### src/rtl/irt_pkg.sv
// Shared definitions for the inverse-root unit: the control state encoding
// and the elaboration-time functions that compute the segment endpoints.
// Assumes 64-bit integer arithmetic at elaboration and endpoint exponents
// below 64.
package irt_pkg;

    typedef enum logic [1:0] {
        ST_IDLE,
        ST_NORM,
        ST_MUL,
        ST_DENORM
    } irt_state_e;

    // Integer square root by bit-by-bit trial, floor result.
    function automatic logic [63:0] isqrt64(input logic [63:0] n);
        logic [63:0] r;
        logic [63:0] t;
        r = '0;
        for (int b = 31; b >= 0; b--) begin
            t = r | (64'd1 << b);
            if (t * t <= n) r = t;
        end
        return r;
    endfunction

    // Endpoint at segment boundary idx: floor(sqrt(2^num_exp / idx)).
    function automatic logic [63:0] seg_endpoint(input int idx, input int num_exp);
        if (idx == 0) return '1;
        return isqrt64((64'd1 << num_exp) / 64'(idx));
    endfunction

endpackage

### src/rtl/irt_norm.sv
// Serial operand normaliser. On load it captures the operand; each later
// cycle it shifts left by two bits while the top pair is 00, counting steps.
// It flags completion as soon as the top pair is nonzero or the word is zero.
// Assumes a nonzero operand needs at most MAX_STEPS shifts.
module irt_norm #(
    parameter int IN_W      = 16,
    parameter int MAX_STEPS = 7,
    parameter int STEP_W    = 3
) (
    input  logic              clk,
    input  logic              rst_n,
    input  logic              load,
    input  logic [IN_W-1:0]   x_in,
    output logic              finished,
    output logic              is_zero,
    output logic [IN_W-1:0]   norm_val,
    output logic [STEP_W-1:0] steps
);

    logic [IN_W-1:0]   val_q;
    logic [STEP_W-1:0] cnt_q;
    logic              act_q;
    logic              top_pair_clear;

    // Purpose: combinational view of the working word.
    always_comb begin
        top_pair_clear = (val_q[IN_W-1 -: 2] == 2'b00);
        is_zero        = (val_q == '0);
        finished       = act_q && (!top_pair_clear || is_zero);
        norm_val       = val_q;
        steps          = cnt_q;
    end

    // Purpose: capture, then shift two bits per cycle until normalised.
    always_ff @(posedge clk) begin
        if (!rst_n) begin
            act_q <= 1'b0;
            val_q <= '0;
            cnt_q <= '0;
        end else if (load) begin
            act_q <= 1'b1;
            val_q <= x_in;
            cnt_q <= '0;
        end else if (act_q) begin
            if (finished) begin
                act_q <= 1'b0;
            end else begin
                val_q <= val_q << 2;
                cnt_q <= cnt_q + 1'b1;
            end
        end
    end

    AST_NORM_BOUNDED: assert property (@(posedge clk) disable iff (!rst_n)
        act_q && (cnt_q == STEP_W'(MAX_STEPS)) |-> finished);

endmodule

### src/rtl/irt_seg_table.sv
// Constant endpoint table: entry g holds floor(sqrt(2^NUM_EXP / g)), which is
// 2^(NUM_EXP/2) / sqrt(g). It returns the two endpoints that bound segment idx.
// Entries below a quarter of the table are never addressed by normalised words.
module irt_seg_table #(
    parameter int SEG_BITS = 6,
    parameter int RES_W    = 23,
    parameter int NUM_EXP  = 48
) (
    input  logic [SEG_BITS-1:0] idx,
    output logic [RES_W-1:0]    ep_lo,
    output logic [RES_W-1:0]    ep_hi
);

    localparam int SEGS = 1 << SEG_BITS;

    logic [RES_W-1:0]  tab [SEGS+1];
    logic [SEG_BITS:0] idx_lo;
    logic [SEG_BITS:0] idx_hi;

    for (genvar g = 0; g <= SEGS; g++) begin : g_ep
        localparam logic [RES_W-1:0] EP = RES_W'(irt_pkg::seg_endpoint(g, NUM_EXP));
        assign tab[g] = EP;
    end

    // Purpose: select the segment's lower and upper endpoints.
    always_comb begin
        idx_lo = {1'b0, idx};
        idx_hi = {1'b0, idx} + 1'b1;
        ep_lo  = tab[idx_lo];
        ep_hi  = tab[idx_hi];
    end

endmodule

### src/rtl/irt_interp.sv
// Serial linear interpolator: y = base - floor(diff * frac / 2^FRAC_W).
// The product is built by shift-and-add, one multiplier bit per cycle.
// ready rises FRAC_W cycles after load. Assumes diff <= base.
module irt_interp #(
    parameter int RES_W  = 23,
    parameter int FRAC_W = 10
) (
    input  logic              clk,
    input  logic              rst_n,
    input  logic              load,
    input  logic [RES_W-1:0]  base_in,
    input  logic [RES_W-1:0]  diff_in,
    input  logic [FRAC_W-1:0] frac_in,
    output logic              ready,
    output logic [RES_W-1:0]  y_out
);

    localparam int ACC_W = RES_W + FRAC_W;
    localparam int CNT_W = $clog2(FRAC_W + 1);

    logic [ACC_W-1:0]  acc_q;
    logic [ACC_W-1:0]  mcand_q;
    logic [FRAC_W-1:0] mplier_q;
    logic [RES_W-1:0]  base_q;
    logic [RES_W-1:0]  diff_q;
    logic [CNT_W-1:0]  cnt_q;
    logic              act_q;
    logic [RES_W-1:0]  drop;

    // Purpose: completion flag and final subtraction.
    always_comb begin
        ready = act_q && (cnt_q == '0);
        drop  = acc_q[ACC_W-1:FRAC_W];
        y_out = base_q - drop;
    end

    // Purpose: one shift-and-add step per cycle.
    always_ff @(posedge clk) begin
        if (!rst_n) begin
            act_q    <= 1'b0;
            acc_q    <= '0;
            mcand_q  <= '0;
            mplier_q <= '0;
            base_q   <= '0;
            diff_q   <= '0;
            cnt_q    <= '0;
        end else if (load) begin
            act_q    <= 1'b1;
            acc_q    <= '0;
            mcand_q  <= ACC_W'(diff_in);
            mplier_q <= frac_in;
            base_q   <= base_in;
            diff_q   <= diff_in;
            cnt_q    <= CNT_W'(FRAC_W);
        end else if (act_q) begin
            if (cnt_q != '0) begin
                if (mplier_q[0]) acc_q <= acc_q + mcand_q;
                mcand_q  <= mcand_q << 1;
                mplier_q <= mplier_q >> 1;
                cnt_q    <= cnt_q - 1'b1;
            end else begin
                act_q <= 1'b0;
            end
        end
    end

    AST_DROP_IN_SEGMENT: assert property (@(posedge clk) disable iff (!rst_n)
        ready |-> (drop <= diff_q));

endmodule

### src/rtl/irt_inverse_root.sv
// Inverse square-root unit: result = 2^RES_SCALE / sqrt(x_in).
// Phases: serial normalise, table lookup with serial linear interpolation,
// then a serial right shift by the normalisation steps not taken. A zero
// operand finishes after one normalise cycle with a saturated result.
// start is honoured only while idle; the latency is constant for nonzero input.
module irt_inverse_root #(
    parameter int IN_W      = 16,
    parameter int SEG_BITS  = 6,
    parameter int RES_SCALE = 22
) (
    input  logic                 clk,
    input  logic                 rst_n,
    input  logic                 start,
    input  logic [IN_W-1:0]      x_in,
    output logic                 done,
    output logic [RES_SCALE:0]   result,
    output logic                 zero
);
    import irt_pkg::*;

    localparam int MAX_STEPS = IN_W / 2 - 1;
    localparam int STEP_W    = $clog2(MAX_STEPS + 1);
    localparam int FRAC_W    = IN_W - SEG_BITS;
    localparam int RES_W     = RES_SCALE + 1;
    localparam int NUM_EXP   = 2 * (RES_SCALE + MAX_STEPS) - FRAC_W;
    localparam int LATENCY   = MAX_STEPS + FRAC_W + 3;
    localparam int LAT_W     = $clog2(LATENCY + 1) + 1;

    irt_state_e          st_q;
    logic                nrm_load;
    logic                nrm_fin;
    logic                nrm_zero;
    logic [IN_W-1:0]     nrm_val;
    logic [STEP_W-1:0]   nrm_steps;
    logic [SEG_BITS-1:0] seg_idx;
    logic [FRAC_W-1:0]   seg_frac;
    logic [RES_W-1:0]    ep_lo;
    logic [RES_W-1:0]    ep_hi;
    logic [RES_W-1:0]    ep_diff;
    logic                mul_load;
    logic                mul_ready;
    logic [RES_W-1:0]    mul_y;
    logic [RES_W-1:0]    sh_q;
    logic [STEP_W-1:0]   shcnt_q;
    logic                done_q;
    logic                zero_q;
    logic [RES_W-1:0]    res_q;
    logic [LAT_W-1:0]    lat_q;

    // Purpose: hand-off strobes and segment decode of the normalised word.
    always_comb begin
        nrm_load = (st_q == ST_IDLE) && start;
        mul_load = (st_q == ST_NORM) && nrm_fin && !nrm_zero;
        seg_idx  = nrm_val[IN_W-1 -: SEG_BITS];
        seg_frac = nrm_val[FRAC_W-1:0];
        ep_diff  = ep_lo - ep_hi;
    end

    irt_norm #(
        .IN_W      (IN_W),
        .MAX_STEPS (MAX_STEPS),
        .STEP_W    (STEP_W)
    ) u_norm (
        .clk      (clk),
        .rst_n    (rst_n),
        .load     (nrm_load),
        .x_in     (x_in),
        .finished (nrm_fin),
        .is_zero  (nrm_zero),
        .norm_val (nrm_val),
        .steps    (nrm_steps)
    );

    irt_seg_table #(
        .SEG_BITS (SEG_BITS),
        .RES_W    (RES_W),
        .NUM_EXP  (NUM_EXP)
    ) u_table (
        .idx   (seg_idx),
        .ep_lo (ep_lo),
        .ep_hi (ep_hi)
    );

    irt_interp #(
        .RES_W  (RES_W),
        .FRAC_W (FRAC_W)
    ) u_interp (
        .clk     (clk),
        .rst_n   (rst_n),
        .load    (mul_load),
        .base_in (ep_lo),
        .diff_in (ep_diff),
        .frac_in (seg_frac),
        .ready   (mul_ready),
        .y_out   (mul_y)
    );

    // Purpose: phase sequencing, denormalising shift and output registers.
    always_ff @(posedge clk) begin
        if (!rst_n) begin
            st_q    <= ST_IDLE;
            sh_q    <= '0;
            shcnt_q <= '0;
            done_q  <= 1'b0;
            zero_q  <= 1'b0;
            res_q   <= '0;
        end else begin
            done_q <= 1'b0;
            unique case (st_q)
                ST_IDLE: begin
                    if (start) st_q <= ST_NORM;
                end
                ST_NORM: begin
                    if (nrm_fin) begin
                        if (nrm_zero) begin
                            res_q  <= '1;
                            zero_q <= 1'b1;
                            done_q <= 1'b1;
                            st_q   <= ST_IDLE;
                        end else begin
                            shcnt_q <= STEP_W'(MAX_STEPS) - nrm_steps;
                            st_q    <= ST_MUL;
                        end
                    end
                end
                ST_MUL: begin
                    if (mul_ready) begin
                        sh_q <= mul_y;
                        st_q <= ST_DENORM;
                    end
                end
                ST_DENORM: begin
                    if (shcnt_q != '0) begin
                        sh_q    <= sh_q >> 1;
                        shcnt_q <= shcnt_q - 1'b1;
                    end else begin
                        res_q  <= sh_q;
                        zero_q <= 1'b0;
                        done_q <= 1'b1;
                        st_q   <= ST_IDLE;
                    end
                end
                default: st_q <= ST_IDLE;
            endcase
        end
    end

    // Purpose: cycles since the accepting edge, used only by the assertions.
    always_ff @(posedge clk) begin
        if (!rst_n) begin
            lat_q <= '0;
        end else if ((st_q == ST_IDLE) && start) begin
            lat_q <= '0;
        end else if (st_q != ST_IDLE) begin
            lat_q <= lat_q + 1'b1;
        end
    end

    assign done   = done_q;
    assign zero   = zero_q;
    assign result = res_q;

    AST_DONE_PULSE: assert property (@(posedge clk) disable iff (!rst_n)
        done_q |=> !done_q);
    AST_FIXED_LATENCY: assert property (@(posedge clk) disable iff (!rst_n)
        done_q && !zero_q |-> (lat_q == LAT_W'(LATENCY)));
    AST_ZERO_FAST: assert property (@(posedge clk) disable iff (!rst_n)
        done_q && zero_q |-> (lat_q == LAT_W'(1)));
    AST_ZERO_SATURATES: assert property (@(posedge clk) disable iff (!rst_n)
        done_q && zero_q |-> (&res_q));
    AST_RESULT_BOUNDS: assert property (@(posedge clk) disable iff (!rst_n)
        done_q && !zero_q |-> (res_q <= (RES_W'(1) << RES_SCALE))
                           && (res_q >= (RES_W'(1) << (RES_SCALE - IN_W / 2))));

endmodule

### config.mk
export PLATFORM = sky130hd
export DESIGN_NAME = irt_inverse_root
export DESIGN_NICKNAME = d
export VERILOG_FILES = /design/src/rtl/irt_pkg.sv /design/src/rtl/irt_norm.sv /design/src/rtl/irt_seg_table.sv /design/src/rtl/irt_interp.sv /design/src/rtl/irt_inverse_root.sv
export SDC_FILE = /design/constraint.sdc
export NUM_CORES = 1
export LEC_CHECK = 0
export BUFFER_PORTS_ARGS = -buffer_cell sky130_fd_sc_hd__buf_2
export CAP_MARGIN = 15
export CORE_UTILIZATION = 50
export CTS_CLUSTER_DIAMETER = 40
export DETAILED_ROUTE_END_ITERATION = 7
export GPL_TIMING_DRIVEN = 0
export PLACE_DENSITY = 0.67
export SYNTH_ARGS = -nofsm -noshare
export SYNTH_HDL_FRONTEND = slang
export SYNTH_SLANG_ARGS = --single-unit
### constraint.sdc
create_clock -name clk -period 4.6 [get_ports clk]
set_input_delay 0.23 -clock clk [delete_from_list [all_inputs] [get_ports clk]]
set_output_delay 0.23 -clock clk [all_outputs]
set_load 0.005 [all_outputs]
---- Yosys cells after proc, flatten, opt, wreduce, memory -nomap -nowiden ----
Memories as Yosys holds them, arrays and structs flattened.
Index checks and enable logic that the tools add are counted.
storage, ports and cells
  input port bits ......................... 19
  ROM bits ................................ 5888
  memories kept ........................... 2
  logic and storage cells ................. 121
  output and inout port bits .............. 25
  flip-flop bits (word level) ............. 177
memories
  name              depth  width  rd ports  clocked after memory_dff  wr ports  RTL line             text
  (name not given)  128    23     1         0                         0         irt_seg_table.sv:30  ep_hi = tab[idx_hi];
  (name not given)  128    23     1         0                         0         irt_seg_table.sv:29  ep_lo = tab[idx_lo];
operators by class
  muxes and demuxes ....................... 47
  eq/ne operators ......................... 11
  reductions and logical operators ........ 30
  bitwise gates (word level) .............. 4
  $lt $le $gt $ge ......................... 2
  $add $sub $neg .......................... 8
operator list
  cell                                                           count
  23-bit 2-to-1 mux                                              12
  23-bit one-hot mux with 2 select lines                         2
  16-bit 2-to-1 mux                                              3
  23-bit subtractor                                              2
  33-bit adder                                                   1
  10-bit 2-to-1 mux                                              3
  8-bit greater-or-equal comparator, second input constant       2
  16-bit logical NOT                                             1
  2-bit inequality test, second input constant                   8
  1-bit 2-to-1 mux                                               12
  4-bit 2-to-1 mux                                               3
  4-bit AND reduction                                            3
  2-bit 2-to-1 mux                                               5
  2-bit nonzero test                                             5
  3-bit 2-to-1 mux                                               3
  6-bit NOT with 8-bit output                                    1
  7-bit NOT with 8-bit output                                    1
  2-bit one-hot mux with 4 select lines                          1
  2-bit AND reduction                                            4
  6-bit by 1-bit adder with 7-bit output, second input constant  1
  3-bit one-hot mux with 2 select lines                          1
  3-bit AND reduction                                            2
  1-bit logical AND                                              5
  2-bit equality test, second input constant                     2
  other kinds (14)                                               19

---- Depth between registers and ports, before layout ----
Gate-level depths: netlist of the first run.
  depth after elaboration ................. 8
  depth in mapped cells ................... 23
  mapped depth without buffers ............ 21

---- Cells and area by module ----
A second synthesis of the first run with hierarchy kept.
unflattened totals
  cell total of the unflattened synthesis .. 2230
  area, all modules ....................... 15846.4 sq um
by module, submodules not included
  module            area an instance (sq um)  sequential area each (sq um)  instances  cells each
  irt_interp        6702.7                    2082.0                        1          862
  irt_seg_table     4583.1                    0.0                           1          806
  irt_inverse_root  3631.0                    1061.0                        1          455
  irt_norm          929.6                     400.4                         1          107

---- Worst setup path before layout of the first run ----
No wires, ideal clock.
  kind .................................... flip-flop to flip-flop
  start ................................... register u_norm.val_q[12], in the netlist u_norm.norm_val[12]
  end ..................................... register u_interp.mcand_q[22]
  clock period less this slack ............ 4791 ps
  setup time .............................. 115 ps
  buffers on the path ..................... 5
  arrival time ............................ 4676 ps
  path slack .............................. -191 ps
  required time ........................... 4485 ps
  stages on the path, launching flop included .. 21
  cells stage by stage .................... dfxtp_1 > inv_1 > clkbuf_1 > buf_1 > ha_1 > clkbuf_1 > buf_1 > clkbuf_1 > o21ai_0 > a311oi_1 > o21ai_0 > ha_1 > and3_1 > a221oi_1 > nand2b_1 > o31ai_1 > a221oi_2 > nor2b_1 > mux2i_1 > o21ai_0 > and3_1
on the way
  word-level cells in the longest chain between the ends .. 7
  elaborated cells on any way between the ends .. 20
  classes of those cells .................. add/sub: 2; mux: 5; bitwise: 2; reduce/logical: 9; memory: 2
RTL lines
  item                                                                                               RTL line                                     text
  start: declaration                                                                                 irt_norm.sv:20                               logic [IN_W-1:0] val_q;
  start signal: assignment                                                                           irt_norm.sv:42                               val_q <= x_in;
  start signal: assignment                                                                           irt_norm.sv:48                               val_q <= val_q << 2;
  6-bit by 1-bit adder with 7-bit output / 16-bit logical NOT (equally long branches)                irt_seg_table.sv:28, irt_norm.sv:28
  7-bit NOT with 8-bit output (implied by the code) / 1-bit logical OR (equally long branches)       irt_seg_table.sv:30, irt_norm.sv:29
  memory 128 x 23 bit / 1-bit logical AND (equally long branches)                                    --
  23-bit 2-to-1 mux (implied by the code) / 1-bit logical AND (equally long branches) (2 in series)  irt_seg_table.sv:30, irt_inverse_root.sv:53
  23-bit subtractor / 2-bit nonzero test (equally long branches)                                     --
  23-bit 2-to-1 mux / 2-bit AND reduction (equally long branches)                                    --
  end signal: assignment                                                                             irt_interp.sv:50                             mcand_q <= ACC_W'(diff_in);
  end signal: assignment                                                                             irt_interp.sv:58                             mcand_q <= mcand_q << 1;
  end: declaration                                                                                   irt_interp.sv:22                             logic [ACC_W-1:0] mcand_q;
Parallel ways exist; a longest one is shown, timed or not. The select of a mux whose other input is x is not followed.
A chain may end at the register's enable or synchronous reset.

---- Final worst setup path of the first run ----
  start ................................... register u_norm.val_q[10], in the netlist u_norm.norm_val[10]
  end ..................................... register u_interp.mcand_q[22]
The elaborated chain is that of the path after synthesis.

==> flow_summary.ini, run 1 <==
[outcome]
outcome = finished, final reports clean

[routing]
dr_total_vias = 17800
drt_iter0_drc = 2623
ant_nets = 0
viasPerCell = 6.72
drt-pass1-iter-count = 8
wl_um = 66400
drc = 0
avgRoutedWirePerCell_um = 25.1

[final_layout]
layout-drive-gt1-share_pct = 14.9
fin_area_mm2 = 0.0177
final_nets = 2366
final_common_cell = nand2_1
area_growth_pct = 17.4
instances_no_fill = 2646
final_cell_mix = nand2_1 (347), a21oi_1 (200), nor2_1 (194)
n_fill_cell = 2713

[cts]
clock_sinks = 177
root_buffer = clkbuf_16
cts_tree = done
clk_pin_slew_ps = 90
numCtsBuffers = 17
clock_path_buffers = 2
htreeDepth = 4
insertion_delay_ps = 470

[pwr]
p_clk_share_pct = 23.4
p_seq_share_pct = 25.5
power_switching_w = 0.00278
p_total_w = 0.00634
powerDensity_mw_per_mm2 = 359
power.leakage_nw = 7.60
vdd_drop_max_uv = 250
p_sw_share_pct = 43.9
p_comb_share_pct = 51.1
internal_power_w = 0.00356

[die]
num_io_pins = 44
core_area_mm2 = 0.0296
rows = 63
die_w_um = 176
die_y_um = 176
start_util_pct = 50.8
die_area_mm2 = 0.0308

[global_routing]
grt_first_pass_wirelength_um = 98900
grt-busiest-layer = met2
antenna_found_initial = 1
grtUsageTotal_pct = 42.3
grt_max_degree = 18
use_met1_pct = 50.5
grt_use_met3_pct = 10.5
grt_use_met2_pct = 68.5
grt_pass1_vias = 16900
gr-total-overflow = 0

[timing]
finalSetupViolCount = 0
period_needed_ps = 4570
setup_slack_ps = 34.7
fmax_mhz = 219
relSlewSlack_pct = 34.3
slew_viol_final = 0
finalHoldViolCount = 0
tightest_slew_ps = 982
finClkSkew_ps = 16.6
finalCritPeriodShare_pct = 99.2

[setup_path]
required_ps = 4950
path_max_fanout = 10
crit_type = reg -> reg
end_kind = flip-flop
cp.arrival_ps = 4920
cp-start-kind = flip-flop

[logic_synthesis]
syn-cell-area_mm2 = 0.0151
synth.net_count = 2257
ys.flop_type = dfxtp_1
synth_top_area_share_pct = 23.5
yosysWarnings = 0
synthCells = 2134
yosysUniqueCellTypes = 84
synth-seq-cells = 177
synth_top_area_cell = dfxtp_1
synthTopCellsByArea = dfxtp_1 (24%), nand2_1 (8.8%), ha_1 (8.4%), a21oi_1 (6.9%), nor2_1 (5.1%)
yosysSeqAreaShare_pct = 23.5
avgSynthCellArea_um2 = 7.06
ys_async_sr_fraction_pct = 0
synth-edff-count = 0

[place]
gp_congestion = 1.07
dp_cells = 2566
place_ws_ps = -2010
portBuffers = 42
dpl_cell_area_mm2 = 0.0158
detailed_place_hpwl_um = 49000

[run]
maxCapViolations = 0

[min_path]
hp-class = in -> reg
[power groups by stage]
stage / clock network [W] / logic [W] / registers [W]
final: 0.00149 / 0.00324 / 0.00161
after global routing: 0.00154 / 0.00340 / 0.00162
after CTS: 0.00148 / 0.00284 / 0.00161
after detailed placement: 0 / 0.00259 / 0.00165
after global placement: 0 / 0.00259 / 0.00165
after floorplan: 0 / 0.00181 / 0.00163
[Yosys cell counts (9+ instances only)]
library cell	number
nor3b_1	27
o21a_1	9
a211oi_1	38
o311ai_0	21
and3_1	20
o211ai_1	39
a21boi_0	19
nand2_1	354
or2_2	9
a21o_1	35
buf_2	28
and2_1	18
mux2i_1	16
o31ai_1	12
o211a_1	52
nor2b_1	20
o21ai_0	148
inv_1	53
nand2b_1	14
nor3_1	45
a21oi_1	207
a311oi_1	10
a221oi_1	9
o22ai_1	12
xnor2_1	38
clkbuf_1	113
nor2_1	205
a31oi_1	27
buf_1	21
ha_1	101
dfxtp_1	177
xor2_1	30
nand3_1	76
[cells by family after synthesis]
| kind of cell | count (synthesis) | synth area share, % |
|---|---|---|
| AND/OR/NAND/NOR | 828 | 24.5 |
| flip-flops | 177 | 23.5 |
| XOR/XNOR | 69 | 4.06 |
| AO/OA/AOI/OAI | 713 | 31.3 |
| multiplexers | 22 | 1.96 |
| adder cells (fa/ha/maj) | 104 | 8.79 |
| buffers and inverters | 221 | 5.79 |
[per-layer routing]
layer  up-vias  wire length (µm)
met1      8358             25400
met5         -                 0
met4         0              4640
met3       332              6760
li1       7939                 -
met2      1160             29600
[layout make-up]
class / instances / area [µm²] / share of cell area, %
flip-flops and latches: 177 / 3560 / 20.1
inverters: 57 / 250 / 1.42
clock buffers: 17 / 425 / 2.41
multi-input cells: 1736 / 11200 / 63.3
plain buffers: 162 / 1010 / 5.70
clock inverters: 14 / 148 / 0.835
repair buffers: 92 / 608 / 3.44
diodes: 1 / 2.50 / 0.0142
well taps: 390 / 488 / 2.76
[through the flow]
step	hold WS (ps)	TNS [ps]	utilization, %
final	19.2	0	59.6
after CTS	15.1	0	57.7
after detailed placement	454	-29070	53.2
after global routing	25.5	-93.3	59.6
after global placement	443	-33110	53.2
after floorplan	375	0	-
[flip-flops by register name, indices dropped and copies added (netlist names), named ones only]
signal,count
st_q,1
done,1
u_interp.mplier_q,10
u_interp.cnt_q,4
u_norm.norm_val,16
u_interp.mcand_q,33
u_norm.act_q,1
u_norm.steps,3
u_interp.base_q,23
zero,1
result,23
sh_q,23
shcnt_q,3
u_interp.acc_q,33
u_interp.act_q,1
[worst paths after layout]
path	from	to	slack, ps	cells after the start
max reg2reg	u_norm.norm_val[10]	u_interp.mcand_q[22]	30	20
max	u_norm.norm_val[10]	u_interp.mcand_q[22]	30	20
min reg2reg	u_interp.acc_q[5]	u_interp.acc_q[5]	460	2
min	x_in[11]	u_norm.norm_val[11]	20	2
[repair_timing]
item / in CTS / in global routing
hold endpoints to repair: 1 / 0
hold buffers: 1 / 0
setup endpoints to repair: 23 / 12
buffers inserted: 23 / 26
pin swaps: 16 / 29
gates resized for setup: 185 / 130
[critical path, cell delays in order, from the launching register on]
cell and delay [ps]:
dfxtp_4 390, buf_8 120, clkinvlp_4 110, clkbuf_16 180, ha_4 330, buf_12 160
nand2_2 150, o32a_1 210, nor2_1 110, a221oi_1 80, a211oi_1 510, o21ai_0 220
ha_1 270, a221oi_4 330, nand2b_4 210, o31ai_4 70, a221oi_2 320, nor2b_1 130
mux2i_1 200, o21ai_1 110, and3_1 200
No activity file was read; power rests on OpenSTA's default activity.
==> run 2: changes to the inputs <==
==> constraint.sdc (replaced) <==
create_clock -name clk -period 4.6 [get_ports clk]
set_input_delay 0 -clock clk [delete_from_list [all_inputs] [get_ports clk]]
set_output_delay 0 -clock clk [all_outputs]
set_load 0.005 [all_outputs]
==> run 2 against run 1 <==
- final cell count up 0.79%
- sequential share of layout area is 0.25 points lower
- register-to-register slack about the same
- core utilization rose by 0.76 points
- largest power group unchanged
- critical path depth is the same
- largest cell class unchanged
- non-clock buffer count up 21
- clock-buffer cell count unchanged
==> flow_summary.ini, run 2 (same netlist as run 1, synthesis figures left out) <==
[final_layout]
final_common_cell = nand2_1
final_cell_mix = nand2_1 (346), a21oi_1 (200), nor2_1 (194)
area_growth_pct = 18.9
largestRegisters = u_interp.acc_q (33), u_interp.mcand_q (33)
layout-drive-gt1-share_pct = 15.1
final_nets = 2387

[cts]
clock_sinks = 177
htreeDepth = 4
clk_pin_slew_ps = 90
insertion_delay_ps = 470
numCtsBuffers = 17
root_buffer = clkbuf_16
clock_path_buffers = 2
cts_tree = done

[pwr]
power.leakage_nw = 7.71
powerDensity_mw_per_mm2 = 356
vdd_drop_max_uv = 250

[setup_path]
cp.arrival_ps = 4920
path_max_fanout = 10
crit_type = reg -> reg
required_ps = 4960
cp-endpoint = u_interp.mcand_q[22]
reg2reg_to = u_interp.mcand_q[22]
cp-start-kind = flip-flop
end_kind = flip-flop
reg2regPathDepth = 20
r2r-start = u_norm.norm_val[10]
worst-r2r-setup-slack_ps = 40
cp-startpoint = u_norm.norm_val[10]

[global_routing]
gr-total-overflow = 0
grt_first_pass_wirelength_um = 99200
grtUsageTotal_pct = 42.3
grt_pass1_vias = 17000
grt_max_degree = 18
antenna_found_initial = 1

[timing]
finalCritPeriodShare_pct = 99.1
finalSetupViolCount = 0
fmax_mhz = 219
finalHoldViolCount = 0
relSlewSlack_pct = 32.2
finClkSkew_ps = 17.0
fin_hold_ws_ps = 99.5
slew_viol_final = 0
fin_setup_tns_ps = 0
period_needed_ps = 4560
tightest_slew_ps = 1010

[routing]
wl_um = 66900
drt-pass1-iter-count = 8
drt_iter0_drc = 2546
viasPerCell = 6.76
dr_total_vias = 18000
avgRoutedWirePerCell_um = 25.1
drc = 0
ant_nets = 0

[min_path]
hp-class = in -> reg

[place]
detailed_place_hpwl_um = 49000
gp_congestion = 1.07
portBuffers = 42

[outcome]
outcome = finished, final reports clean

[die]
die_area_mm2 = 0.0308
rows = 63
core_area_mm2 = 0.0296
start_util_pct = 50.8
num_io_pins = 44
die_y_um = 176
die_w_um = 176

[run]
maxCapViolations = 0
run 2: changes by cell type in the layout (fill, tap and decap cells not counted), moves of 2 or more:
cell and delta:
buf_8 +3, o21ai_1 +2, o21ai_0 -2, dlygate4sd3_1 +17
buf_12 -2, clkbuf_4 -2, buf_4 +3
run 2: metrics by stage:
step / total power (W) / std cells / utilization (%) / instance area [µm²] / setup slack, ps
after floorplan: 0.00344 / 2134 / - / 15100 / 4.85
after global placement: 0.00424 / 2566 / 53.2 / 15800 / -2120
after detailed placement: 0.00423 / 2566 / 53.2 / 15800 / -2010
after CTS: 0.00595 / 2638 / 58.3 / 17300 / 2.40
after global routing: 0.00658 / 2666 / 60.4 / 17900 / -34.6
final: 0.00637 / 2667 / 60.4 / 17900 / 40.5
run 2: power by group:
part | internal (W) | total (W) | switching, W
logic | 0.00124 | 0.00326 | 0.00203
clock network | 0.000761 | 0.00149 | 0.000729
registers | 0.00157 | 0.00161 | 0.0000440
run 2: timing repair:
action,in CTS,in global routing
setup endpoints to repair,23,12
hold buffers,18,0
gates cloned,0,1
resized for setup,185,137
buffers inserted,23,29
pin swaps,16,29
hold endpoints to repair,16,0
run 2: critical path: stages (launching register included):
cell	delay, ps
dfxtp_4	400
buf_8	130
clkinvlp_4	110
clkbuf_16	180
ha_4	330
buf_8	180
nand2_4	120
o32a_1	200
nor2_1	120
a221oi_1	80
a211oi_1	510
o21ai_0	220
ha_1	270
a221oi_4	330
nand2b_4	210
o31ai_4	80
a221oi_2	320
nor2b_1	130
mux2i_1	210
o21ai_1	110
and3_1	200
run 2: metal layers:
metal / part of all wire, % / GRT usage (%)
met4: 7.4 / 25.5
met1: 38 / 50.3
met3: 10 / 10.4
met5: 0 / 0
met2: 44 / 68.7
run 2: cell type report:
class	count	area, µm²
clock inverter	14	148
inverter	57	248
fill	2705	11700
tap	390	488
buffer	162	993
sequential	177	3560
multi-input combinational	1736	11200
clock buffer	17	425
timing repair buffer	113	842
antenna	1	2.50
run 2: worst min-delay path by stage:
stage                                to      from  cells after the start
floorplan            u_norm.norm_val[0]   x_in[0]                      2
global placement    u_norm.norm_val[12]  x_in[12]                      2
detailed placement  u_norm.norm_val[12]  x_in[12]                      2
CTS                             st_q[0]     start                      5
global route                    st_q[0]     start                      5
finish                          st_q[0]     start                      5
